$ cat src/rtl/spi_regport_pkg.sv
package spi_regport_pkg;

  localparam int WORD_BYTES = 4;
  localparam logic [7:0] OP_READ  = 8'h03;
  localparam logic [7:0] OP_WRITE = 8'h02;

  typedef enum logic [2:0] {
    ST_IDLE,
    ST_INSTR,
    ST_ADDR_HI,
    ST_ADDR_LO,
    ST_DATA,
    ST_DROP
  } txn_state_e;

  // Little-endian byte lane select
  function automatic logic [7:0] word_byte(input logic [31:0] w, input logic [1:0] idx);
    return w[idx*8 +: 8];
  endfunction

  // Little-endian byte lane insert
  function automatic logic [31:0] word_put(input logic [31:0] w, input logic [1:0] idx,
                                           input logic [7:0] b);
    logic [31:0] r;
    r = w;
    r[idx*8 +: 8] = b;
    return r;
  endfunction

endpackage

$ cat src/rtl/spi_regport_pins.sv
module spi_regport_pins #(
  parameter int SYNC_STAGES = 2
) (
  input  logic clk,
  input  logic rst_n,
  input  logic spi_sck,
  input  logic spi_cs_n,
  input  logic spi_mosi,
  output logic sck_rise,
  output logic sck_fall,
  output logic cs_active,
  output logic mosi_bit
);
  localparam int CW = 3 * SYNC_STAGES;

  logic [CW-1:0] chain;
  logic [2:0]    synced;
  logic          sck_q;

  always_ff @(posedge clk or negedge rst_n) begin
    if (!rst_n) begin
      chain <= {SYNC_STAGES{3'b010}};
      sck_q <= 1'b0;
    end else begin
      chain <= {chain[CW-4:0], spi_sck, spi_cs_n, spi_mosi};
      sck_q <= synced[2];
    end
  end

  assign synced    = chain[CW-1 -: 3];
  assign cs_active = ~synced[1];
  assign mosi_bit  = synced[0];
  assign sck_rise  = cs_active &  synced[2] & ~sck_q;
  assign sck_fall  = cs_active & ~synced[2] &  sck_q;

endmodule

$ cat src/rtl/spi_regport_shifter.sv
module spi_regport_shifter (
  input  logic       clk,
  input  logic       rst_n,
  input  logic       sck_rise,
  input  logic       sck_fall,
  input  logic       cs_active,
  input  logic       mosi_bit,
  input  logic [7:0] load_byte,
  output logic       byte_done,
  output logic [7:0] rx_byte,
  output logic       load_slot,
  output logic       spi_miso
);
  logic [2:0] bit_cnt;
  logic [6:0] sr_in;
  logic [7:0] sr_out;

  // Falling edge at a byte boundary: next outgoing byte is taken here
  assign load_slot = sck_fall && (bit_cnt == 3'd0);

  always_ff @(posedge clk or negedge rst_n) begin
    if (!rst_n) begin
      bit_cnt   <= '0;
      sr_in     <= '0;
      sr_out    <= '0;
      byte_done <= 1'b0;
      rx_byte   <= '0;
    end else begin
      byte_done <= 1'b0;
      if (!cs_active) begin
        bit_cnt <= '0;   // partial byte dropped
        sr_out  <= '0;
      end else begin
        if (sck_rise) begin
          sr_in   <= {sr_in[5:0], mosi_bit};
          bit_cnt <= bit_cnt + 3'd1;
          if (bit_cnt == 3'd7) begin
            byte_done <= 1'b1;
            rx_byte   <= {sr_in, mosi_bit};
          end
        end
        if (sck_fall) begin
          sr_out <= load_slot ? load_byte : {sr_out[6:0], 1'b0};
        end
      end
    end
  end

  assign spi_miso = cs_active & sr_out[7];

  // a completed byte always follows a captured rising edge
  p_byte_on_rise_r1: assert property (@(posedge clk) disable iff (!rst_n)
    byte_done |-> $past(sck_rise));

  // deselection clears the bit position
  p_cs_clears_r10: assert property (@(posedge clk) disable iff (!rst_n)
    !cs_active |=> (bit_cnt == 3'd0) && !byte_done);

endmodule

$ cat src/rtl/spi_regport_ready.sv
module spi_regport_ready #(
  parameter int READY_CYCLES = 1000
) (
  input  logic clk,
  input  logic rst_n,
  output logic ready
);
  localparam int CW = $clog2(READY_CYCLES + 2);

  logic [CW-1:0] cnt;

  always_ff @(posedge clk or negedge rst_n) begin
    if (!rst_n) begin
      cnt   <= '0;
      ready <= 1'b0;
    end else if (!ready) begin
      if (cnt == CW'(READY_CYCLES)) ready <= 1'b1;
      else                          cnt   <= cnt + 1'b1;
    end
  end

  // once functional, stays functional
  p_ready_stays_r9: assert property (@(posedge clk) disable iff (!rst_n)
    ready |=> ready);

endmodule

$ cat src/rtl/spi_regport_ctrl.sv
module spi_regport_ctrl
  import spi_regport_pkg::*;
#(
  parameter logic [15:0] RXF_ADDR     = 16'h0100,
  parameter logic [15:0] TXF_ADDR     = 16'h0104,
  parameter logic [15:0] TEST_ADDR    = 16'h0050,
  parameter logic [31:0] TEST_PATTERN = 32'hA5C3_1E0F
) (
  input  logic        clk,
  input  logic        rst_n,
  input  logic        cs_active,
  input  logic        byte_done,
  input  logic [7:0]  rx_byte,
  input  logic        load_slot,
  input  logic        test_ready,
  output logic [7:0]  load_byte,
  output logic        bus_req,
  output logic        bus_we,
  output logic [15:0] bus_addr,
  output logic [31:0] bus_wdata,
  input  logic [31:0] bus_rdata,
  input  logic        bus_ack,
  output logic        txf_push,
  output logic [31:0] txf_data,
  input  logic [31:0] rxf_data,
  output logic        rxf_pop
);
  localparam logic [1:0] LAST_LANE = 2'(WORD_BYTES - 1);

  txn_state_e  state;
  logic        op_rd, is_fifo, rd_spent, wr_spent;
  logic [7:0]  addr_hi;
  logic [15:0] addr;
  logic [31:0] wr_word, rd_word;
  logic [1:0]  rx_idx, ld_idx;

  // Named internal events
  logic [15:0] full_addr;
  logic        addr_done, word_done, read_load, handshake;
  logic [31:0] word_next;

  assign full_addr = {addr_hi, rx_byte};
  assign addr_done = byte_done && (state == ST_ADDR_LO);
  assign word_done = byte_done && (state == ST_DATA) && !op_rd && (rx_idx == LAST_LANE);
  assign read_load = load_slot && (state == ST_DATA) && op_rd;
  assign handshake = bus_req && bus_ack;
  assign word_next = word_put(wr_word, rx_idx, rx_byte);

  always_comb begin
    load_byte = 8'h00;
    if ((state == ST_DATA) && op_rd) begin
      if (is_fifo)        load_byte = word_byte(rxf_data, ld_idx);
      else if (!rd_spent) load_byte = word_byte(rd_word, ld_idx);
    end
  end

  always_ff @(posedge clk or negedge rst_n) begin
    if (!rst_n) begin
      state     <= ST_IDLE;
      op_rd     <= 1'b0;
      is_fifo   <= 1'b0;
      rd_spent  <= 1'b0;
      wr_spent  <= 1'b0;
      addr_hi   <= '0;
      addr      <= '0;
      wr_word   <= '0;
      rd_word   <= '0;
      rx_idx    <= '0;
      ld_idx    <= '0;
      bus_req   <= 1'b0;
      bus_we    <= 1'b0;
      bus_addr  <= '0;
      bus_wdata <= '0;
      txf_push  <= 1'b0;
      txf_data  <= '0;
      rxf_pop   <= 1'b0;
    end else begin
      txf_push <= 1'b0;
      rxf_pop  <= 1'b0;
      if (handshake) begin
        bus_req <= 1'b0;
        if (!bus_we) rd_word <= bus_rdata;
      end
      if (!cs_active) begin
        state <= ST_IDLE;
      end else begin
        unique case (state)
          ST_IDLE: state <= ST_INSTR;
          ST_INSTR: if (byte_done) begin
            if (rx_byte == OP_READ) begin
              op_rd <= 1'b1;
              state <= ST_ADDR_HI;
            end else if (rx_byte == OP_WRITE) begin
              op_rd <= 1'b0;
              state <= ST_ADDR_HI;
            end else begin
              state <= ST_DROP;
            end
          end
          ST_ADDR_HI: if (byte_done) begin
            addr_hi <= rx_byte;
            state   <= ST_ADDR_LO;
          end
          ST_ADDR_LO: if (addr_done) begin
            addr     <= full_addr;
            state    <= ST_DATA;
            rx_idx   <= '0;
            ld_idx   <= '0;
            rd_spent <= 1'b0;
            wr_spent <= 1'b0;
            is_fifo  <= op_rd ? (full_addr == RXF_ADDR) : (full_addr == TXF_ADDR);
            if (op_rd && (full_addr != RXF_ADDR)) begin
              if (full_addr == TEST_ADDR) begin
                rd_word <= test_ready ? TEST_PATTERN : 32'h0;
              end else begin
                bus_req  <= 1'b1;
                bus_we   <= 1'b0;
                bus_addr <= full_addr;
              end
            end
          end
          ST_DATA: begin
            if (byte_done && !op_rd) begin
              wr_word <= word_next;
              rx_idx  <= rx_idx + 2'd1;
            end
            if (word_done) begin
              if (is_fifo) begin
                txf_push <= 1'b1;
                txf_data <= word_next;
              end else if (!wr_spent) begin
                wr_spent <= 1'b1;
                if (addr != TEST_ADDR) begin
                  bus_req   <= 1'b1;
                  bus_we    <= 1'b1;
                  bus_addr  <= addr;
                  bus_wdata <= word_next;
                end
              end
            end
            if (read_load) begin
              ld_idx <= ld_idx + 2'd1;
              if (ld_idx == LAST_LANE) begin
                if (is_fifo) rxf_pop  <= 1'b1;
                else         rd_spent <= 1'b1;
              end
            end
          end
          default: ;
        endcase
      end
    end
  end

  // request held steady until acknowledged
  p_req_hold_r6: assert property (@(posedge clk) disable iff (!rst_n)
    bus_req && !bus_ack |=> bus_req && $stable(bus_addr) && $stable(bus_we) && $stable(bus_wdata));

  // an unknown opcode produces no activity
  p_drop_quiet_r2: assert property (@(posedge clk) disable iff (!rst_n)
    (state == ST_DROP) |=> !txf_push && !rxf_pop && !$rose(bus_req));

  // pushes only follow a completed data byte
  p_push_on_byte_r7: assert property (@(posedge clk) disable iff (!rst_n)
    txf_push |-> $past(byte_done) && ($past(state) == ST_DATA));

  // pops only follow a byte load
  p_pop_on_load_r8: assert property (@(posedge clk) disable iff (!rst_n)
    rxf_pop |-> $past(load_slot));

  // a bus write only starts on a completed byte
  p_write_on_byte_r10: assert property (@(posedge clk) disable iff (!rst_n)
    $rose(bus_req) && bus_we |-> $past(byte_done));

endmodule

$ cat src/rtl/spi_regport.sv
module spi_regport #(
  parameter int          SYNC_STAGES  = 2,
  parameter int          READY_CYCLES = 1000,
  parameter logic [15:0] RXF_ADDR     = 16'h0100,
  parameter logic [15:0] TXF_ADDR     = 16'h0104,
  parameter logic [15:0] TEST_ADDR    = 16'h0050,
  parameter logic [31:0] TEST_PATTERN = 32'hA5C3_1E0F
) (
  input  logic        clk,
  input  logic        rst_n,
  input  logic        spi_sck,
  input  logic        spi_cs_n,
  input  logic        spi_mosi,
  output logic        spi_miso,
  output logic        bus_req,
  output logic        bus_we,
  output logic [15:0] bus_addr,
  output logic [31:0] bus_wdata,
  input  logic [31:0] bus_rdata,
  input  logic        bus_ack,
  output logic        txf_push,
  output logic [31:0] txf_data,
  output logic        rxf_pop,
  input  logic [31:0] rxf_data
);
  logic       sck_rise, sck_fall, cs_active, mosi_bit;
  logic       byte_done, load_slot, test_ready;
  logic [7:0] rx_byte, load_byte;

  spi_regport_pins #(.SYNC_STAGES(SYNC_STAGES)) u_pins (
    .clk, .rst_n, .spi_sck, .spi_cs_n, .spi_mosi,
    .sck_rise, .sck_fall, .cs_active, .mosi_bit
  );

  spi_regport_shifter u_shift (
    .clk, .rst_n, .sck_rise, .sck_fall, .cs_active, .mosi_bit,
    .load_byte, .byte_done, .rx_byte, .load_slot, .spi_miso
  );

  spi_regport_ready #(.READY_CYCLES(READY_CYCLES)) u_ready (
    .clk, .rst_n, .ready(test_ready)
  );

  spi_regport_ctrl #(
    .RXF_ADDR(RXF_ADDR), .TXF_ADDR(TXF_ADDR),
    .TEST_ADDR(TEST_ADDR), .TEST_PATTERN(TEST_PATTERN)
  ) u_ctrl (
    .clk, .rst_n, .cs_active, .byte_done, .rx_byte, .load_slot, .test_ready,
    .load_byte, .bus_req, .bus_we, .bus_addr, .bus_wdata, .bus_rdata, .bus_ack,
    .txf_push, .txf_data, .rxf_data, .rxf_pop
  );

  // nothing moves during reset
  always_comb begin
    if (!rst_n) begin
      a_reset_quiet_r11: assert (!bus_req && !txf_push && !rxf_pop && !spi_miso);
    end
  end

endmodule

$ cat config.mk
export PLATFORM = sky130hd
export DESIGN_NAME = spi_regport
export DESIGN_NICKNAME = d
export VERILOG_FILES = /design/src/rtl/spi_regport_pkg.sv /design/src/rtl/spi_regport_pins.sv /design/src/rtl/spi_regport_shifter.sv /design/src/rtl/spi_regport_ready.sv /design/src/rtl/spi_regport_ctrl.sv /design/src/rtl/spi_regport.sv
export SDC_FILE = /design/constraint.sdc
export NUM_CORES = 1
export LEC_CHECK = 0
export BUFFER_PORTS_ARGS = -buffer_cell sky130_fd_sc_hd__buf_2
export CAP_MARGIN = 10
export CORE_ASPECT_RATIO = 1.2
export CORE_MARGIN = 3
export CORE_UTILIZATION = 26
export CTS_CLUSTER_SIZE = 30
export DETAILED_ROUTE_END_ITERATION = 10
export PLACE_DENSITY_LB_ADDON = 0.08
export SLEW_MARGIN = 20
export SYNTH_ARGS = -nofsm -noshare
export SYNTH_HDL_FRONTEND = slang
export SYNTH_SLANG_ARGS = --single-unit
$ cat constraint.sdc
create_clock -name clk -period 5.6 [get_ports clk]
set_input_delay 0.56 -clock clk [delete_from_list [all_inputs] [get_ports clk]]
set_output_delay 0.56 -clock clk [all_outputs]
set_load 0.005 [all_outputs]
==> results of run 1 <==
[layout by cell type, fill, tap and decap left out, drive strengths merged, types with 19 or more instances in the layout]
| master | instances |
|---|---|
| nand3 | 20 |
| o21ai | 94 |
| a21oi | 49 |
| mux2i | 19 |
| dfrtp | 226 |
| buf | 167 |
| mux2 | 24 |
| a22o | 33 |
| nand2 | 196 |
| a31oi | 19 |
| clkbuf | 37 |
| nor2b | 38 |
[cells in the mapped netlist, drive strengths merged, types with 2 or more instances]
cell | number | area [um^2]
o21ai | 94 | 470.5
dfrtp | 226 | 5655
nand2b | 4 | 25.02
inv | 12 | 45.04
nand4 | 3 | 18.77
a22o | 33 | 289.0
nand3b | 2 | 15.01
nor4 | 6 | 37.54
nand3 | 20 | 100.1
nand2 | 196 | 738.2
a21oi | 49 | 245.2
a22oi | 15 | 112.6
nor3 | 4 | 20.02
mux2i | 19 | 190.2
clkbuf | 45 | 168.9
mux2 | 24 | 270.3
ha | 11 | 137.6
xnor2 | 8 | 70.07
a31oi | 19 | 118.9
or2 | 2 | 12.52
nor4bb | 3 | 30.03
or3 | 2 | 12.51
nor2 | 18 | 75.07
nand4b | 4 | 35.03
and2 | 7 | 43.79
nor3b | 2 | 26.28
and4 | 2 | 17.52
buf | 18 | 93.84
dfstp | 2 | 52.55
mux4 | 16 | 360.4
and4b | 3 | 30.03
nor2b | 38 | 237.7
xor2 | 3 | 26.28
nor4b | 3 | 32.53
[worst max-delay path: cells and delay by family (launching register included)]
kind	cells	cell delay [ns]
AND/OR/NAND/NOR	4	2.68
flip-flops	1	0.49
AO/OA/AOI/OAI	1	0.25
[flip-flops by register name (all words and copies together) (netlist names), 7 cells and up]
name	cells
u_ctrl.bus_wdata	32
u_ready.cnt	10
u_shift.rx_byte	8
u_ctrl.rd_word	32
u_shift.sr_out	8
u_ctrl.wr_word	32
u_shift.sr_in	7
u_ctrl.addr_hi	8
u_ctrl.txf_data	32
u_ctrl.bus_addr	16
u_ctrl.addr	16
[logic make-up (layout without fill, tap and decap cells)]
group,count (synthesis),after routing
flip-flops,228,228
multiplexers,59,59
adder cells (fa/ha/maj),11,11
buffers and inverters,75,226
AND/OR/NAND/NOR,320,320
AO/OA/AOI/OAI,217,217
XOR/XNOR,11,11
[metrics by stage]
| stage | total power, mW | cell area (um^2) | setup WS (ns) | hold WS, ns |
|---|---|---|---|---|
| after CTS | 3.726 | 12020 | 2.072 | 0.08755 |
| after floorplan | 1.825 | 9889 | 3.342 | 0.2644 |
| final | 3.646 | 12020 | 2.090 | 0.05830 |
| after global routing | 3.813 | 12020 | 1.821 | 0.09318 |
| after global placement | 1.911 | 11130 | 2.208 | 0.3367 |
| after detailed placement | 1.913 | 11130 | 2.089 | 0.3355 |
[power by group]
part | leakage [nW] | switching [mW] | internal (mW)
clock | 0.435 | 0.705 | 1.06
combinational | 2.21 | 0.0711 | 0.0699
sequential | 3.08 | 0.0330 | 1.70
total | 5.73 | 0.809 | 2.84
[path summary, 6_finish.rpt]
check	start	to	cells past startpoint
worst max-delay path	u_ctrl.state[1]$_DFFE_PN0P_	u_ctrl.bus_addr[5]$_DFFE_PN0P_	5
worst min-delay path	rst_n	u_ctrl.txf_push$_DFF_PN0_	1
worst max register to register	u_ctrl.state[1]$_DFFE_PN0P_	u_ctrl.bus_addr[5]$_DFFE_PN0P_	5
worst min register to register	u_pins.chain[2]$_DFF_PN0_	u_pins.chain[5]$_DFF_PN0_	0
max in group asynchronous	rst_n	u_ctrl.rd_word[19]$_DFF_PN0_	2
min in group clk	spi_cs_n	u_pins.chain[1]$_DFF_PN1_	1
[per-layer routing]
metal  GRT usage, %  vias up  wire length, um
met5              0        -                0
met4          3.605        0              462
met3          2.394       32             1327
met2          22.76      173            13110
met1          18.13     3451            12300
li1               -     3482                -
[final cells by class]
| type | instances | area (um^2) | area share, % |
|---|---|---|---|
| Clock buffer | 37 | 783.3 | 6.514 |
| Clock inverter | 10 | 111.4 | 0.9261 |
| Inverter | 12 | 45.04 | 0.3746 |
| Multi-Input combinational cell | 618 | 3892 | 32.37 |
| Sequential cell | 228 | 5708 | 47.47 |
| Tap cell | 474 | 593.1 | 4.932 |
| Timing Repair Buffer | 167 | 890.9 | 7.409 |
==> results_dict.tcl, run 1 <==
set metrics [dict create \
    synth_warnings 0 \
    period_minus_slack_ns 3.510 \
    n_antenna_cell 0 \
    fin_nets 1135 \
    antenna_found_initial 1 \
    grt_overflow 0 \
    hold_buffers 0 \
    cts_tree "done" \
    dieHeight_um 219.6 \
    core_area_mm2 0.03719 \
    clock_latency_ns 0.54 \
    clockBufferDepth 3 \
    path_clk_slew_ns 0.06 \
    drt_iter0_markers 309 \
    maxCapViolCount 0 \
    rsz0062_at_grt "false" \
    grt_use_total_pct 13.57 \
    cp-start-kind "flop" \
    io_pins 155 \
    antenna_left 0 \
    grt_max_degree 98 \
    synth_compound_area_share_pct 13.18 \
    cts_buffers 27 \
    vias_per_cell 4.617 \
    crit_required_ns 6.05 \
    grt_pass1_wl_mm 43.50 \
    worst_slew_pin_slew_ns 1.015 \
    hold_violations 0 \
    avgSynthCellArea_um2 10.74 \
    fp.dieArea_mm2 0.04042 \
    period_share_pct 62.67 \
    drcViolationCount 0 \
    path_cells "nor3b_4 -> nand4b_1 -> or3_2 -> and2_1 -> o21ai_0" \
    synthArstFlopShare_pct 100.0 \
    ys_seq_area_share_pct 57.72 \
    synth_top_family_by_area "simple AND/OR/NAND/NOR gates" \
    yosys.area_share.adder_pct 1.392 \
    crit_type "reg2reg" \
    status "complete, no violations" \
    finalSetupViolations 0 \
    max_freq_mhz 284.9 \
    start_util_pct 26.59 \
    ys_seq_elements 228 \
    clock-root-buffer "clkbuf_16" \
    cp_slowest_cell "or3_2" \
    drive_gt1_share_pct 24.72 \
    syn_inst 921 \
    crit_fanout 19 \
    dpl.hpwl_mm 18.07 \
    cts_sinks 228 \
    maxSlewHeadroom_pct 31.82 \
    vias 7138 \
    gp_congestion 0.7194 \
    postCtsResizedCells 0 \
    maxSlewViolCount 0 \
    synth_edf_count 0 \
    critPathArrivalTime_ns 3.96 \
    fin_setup_tns_ns 0 \
    cp-end-kind "flop" \
    area_growth_pct 21.58 \
    portBuffers 154 \
    syn_area_mm2 0.009889 \
    final_util_pct 32.33 \
    die_w_um 184.0 \
    synth_nets 1002 \
    vdd_drop_max_mv 0.1864 \
    grt_pass1_vias 7400 \
    hp-class "in2async" \
    synth_cell_type_count 50 \
    wire_per_inst_um 17.60 \
    p_leak_nw 5.730 \
    rows 77 \
    final_cells 1546 \
    yosys_most_used_dff "dfrtp_1" \
    dp.cells 1499 \
    drt_first_pass_iters 4 \
    h-tree-depth 1 \
    p_per_area_mw_per_mm2 303.2 \
    post_cts_buffers 0 \
    yosys.area_share.simple_pct 15.32 \
    finalWirelength_mm 27.20 \
    synth-xor-area-share_pct 0.9742 \
    synth.area.mux_share_pct 8.300 \
    finalClockSkew_ns 0.006465 \
    r2r_setup_slack_ns 2.09 \
    critical_path.max_stage_delay_ns 0.84 \
    fill_cells 3846 \
]
(Power assumes the default switching activity.)
==> inputs of run 2 (changes only) <==
==> constraint.sdc (replaced) <==
create_clock -name clk -period 3.2 [get_ports clk]
set_input_delay 0.32 -clock clk [delete_from_list [all_inputs] [get_ports clk]]
set_output_delay 0.32 -clock clk [all_outputs]
set_load 0.005 [all_outputs]
==> run 2 against run 1 <==
Net effect: cell area increased by 1.1%; final cell count up 1.2%; flip-flop and latch count unchanged; die area stayed put; sequential share of layout area shrank 0.52 points; global-route usage is 0.12 points lower; combinational power rose by 80%; worst setup slack got worse by 1.3 ns; critical path type unchanged; critical path depth is 2 higher; sequential power grew 75%; largest cell class unchanged; clock skew rose by 0.0010 ns.
==> results_dict.tcl, run 2 (synthesized netlist as in run 1, its figures left out) <==
set metrics [dict create \
    grt_use_total_pct 13.45 \
    rows 77 \
    cp-end-kind "flop" \
    dpl.hpwl_mm 17.97 \
    drt_first_pass_iters 4 \
    r2r-end "u_ctrl.bus_addr[5]$_DFFE_PN0P_" \
    p_per_area_mw_per_mm2 518.6 \
    maxCapViolCount 0 \
    drt_iter0_markers 357 \
    maxSlewViolCount 0 \
    path_clk_slew_ns 0.06 \
    portBuffers 154 \
    crit_type "reg2reg" \
    gp_congestion 0.7037 \
    vias_per_cell 4.578 \
    crit_fanout 81 \
    vias 7164 \
    fin_nets 1154 \
    antenna_left 0 \
    dieHeight_um 219.6 \
    hp-class "in2reg" \
    r2r_cells 7 \
    postCtsResizedCells 0 \
    post-place-ws_ns 0.7235 \
    clock-root-buffer "clkbuf_16" \
    rsz0062_at_grt "false" \
    grt_overflow 0 \
    cp-start-kind "flop" \
    fin_setup_tns_ns 0 \
    p_leak_nw 5.817 \
    n_antenna_cell 0 \
    crit_required_ns 3.57 \
    max_freq_mhz 413.1 \
    hold_ws_ns 0.03449 \
    maxSlewHeadroom_pct 41.83 \
    hold_depth 3 \
    cp_slowest_cell "dfrtp_1" \
    placed_area_mm2 0.01124 \
    cts_tree "done" \
    critical_path.max_stage_delay_ns 0.49 \
    drive_gt1_share_pct 25.02 \
    grt_pass1_vias 7542 \
    start_util_pct 26.59 \
    status "complete, no violations" \
    period_share_pct 75.64 \
    cp.buffers_inverters 2 \
    drcViolationCount 0 \
    layout_commonest_cell "dfrtp_1" \
    hold_start "bus_rdata[27]" \
    wire_per_inst_um 17.30 \
    antenna_found_initial 0 \
    io_pins 155 \
    path_common_cell "buf_4" \
    grt_max_degree 89 \
    path_depth 7 \
    grt_pass1_wl_mm 43.88 \
    rr_startpoint "u_ctrl.state[1]$_DFFE_PN0P_" \
    final_cell_mix "dfrtp_1, nand2_1, buf_2" \
    final_cell_area_mm2 0.01216 \
    vdd_drop_max_mv 0.3275 \
    die_w_um 184.0 \
    path_cells "nor3b_4 -> buf_4 -> nand4b_1 -> or3_2 -> buf_4 -> nand3_1 -> o21ai_0" \
    fin_ws_ns 0.7795 \
    critPathArrivalTime_ns 2.79 \
    worst_slew_pin_slew_ns 0.8726 \
    r2r_setup_slack_ns 0.78 \
    whs_endpoint "u_ctrl.rd_word[27]$_DFF_PN0_" \
    path_delay_family "simple AND/OR/NAND/NOR gates" \
    period_minus_slack_ns 2.421 \
    finalSetupViolations 0 \
    clock_latency_ns 0.52 \
    h-tree-depth 1 \
    fill_cells 3891 \
    hold_violations 0 \
    cts_sinks 228 \
    clockBufferDepth 3 \
    fp.dieArea_mm2 0.04042 \
    cts_buffers 27 \
    area_growth_pct 22.94 \
    core_area_mm2 0.03719 \
    finalWirelength_mm 27.08 \
    finalClockSkew_ns 0.007474 \
]
-- run 2: changes by cell type in the layout (fill, tap and decap cells not counted), sizes merged --
| cell | change |
|---|---|
| clkinv | -2 |
| clkbuf | +7 |
| clkinvlp | -3 |
| inv | -1 |
| dlygate4sd3 | +5 |
| buf | +14 |
| bufinv | -1 |
-- run 2: worst register-to-register path, stage by stage (launching register included) --
cell	delay (ns)
dfrtp_1	0.49
nor3b_4	0.22
buf_4	0.27
nand4b_1	0.15
or3_2	0.48
buf_4	0.36
nand3_1	0.20
o21ai_0	0.10
-- run 2: timing repair --
| action | 4_1_cts | 5_1_grt |
|---|---|---|
| buffers inserted | 0 | 0 |
| hold buffers | 5 | 0 |
| hold endpoints to repair | 89 | 0 |
-- run 2: per-layer routing --
layer  track usage, %  part of all wire, %  up-vias
met5                0                    0        -
met4            2.748                  1.4        0
met3            2.493                  4.7       26
met2            23.08                   49      166
met1            17.79                   45     3456
li1                 -                    -     3516
-- run 2: where the power goes --
| group | switching [mW] | internal [mW] |
|---|---|---|
| clock network | 1.18 | 1.83 |
| logic | 0.125 | 0.129 |
| registers | 0.0575 | 2.98 |
| total | 1.37 | 4.94 |
-- run 2: cell type report --
class                   count  area (um^2)  area share (%)
flip-flops and latches    228         5708           46.95
multi-input cells         618         3884           31.94
repair buffers            186         1059           8.706
clock buffers              44        829.5           6.823
well taps                 474        593.1           4.878
inverters                  12        45.04          0.3705
clock inverters             3        40.04          0.3293
-- run 2: stage by stage --
stage / util [%] / cells / power [mW]
global placement: 30.22 / 1513 / 3.347
CTS: 32.69 / 1565 / 6.432
floorplan: - / 921 / 3.193
global route: 32.69 / 1565 / 6.592
detailed placement: 30.22 / 1513 / 3.350
finish: 32.69 / 1565 / 6.305
-- run 2: worst max path at each step --
stage / start / to / slack, ns
finish: u_ctrl.state[1]$_DFFE_PN0P_ / u_ctrl.bus_addr[5]$_DFFE_PN0P_ / 0.78
global placement: u_ctrl.rx_idx[0]$_DFFE_PN0P_ / u_ctrl.bus_addr[5]$_DFFE_PN0P_ / 0.74
CTS: u_ctrl.rx_idx[0]$_DFFE_PN0P_ / u_ctrl.bus_addr[2]$_DFFE_PN0P_ / 0.70
detailed placement: u_ctrl.rx_idx[0]$_DFFE_PN0P_ / u_ctrl.bus_addr[5]$_DFFE_PN0P_ / 0.72
floorplan: u_ctrl.rx_idx[0]$_DFFE_PN0P_ / u_ctrl.wr_word[25]$_DFFE_PN0P_ / 0.94
global route: u_ctrl.rx_idx[0]$_DFFE_PN0P_ / u_ctrl.bus_wdata[6]$_DFFE_PN0P_ / 0.53
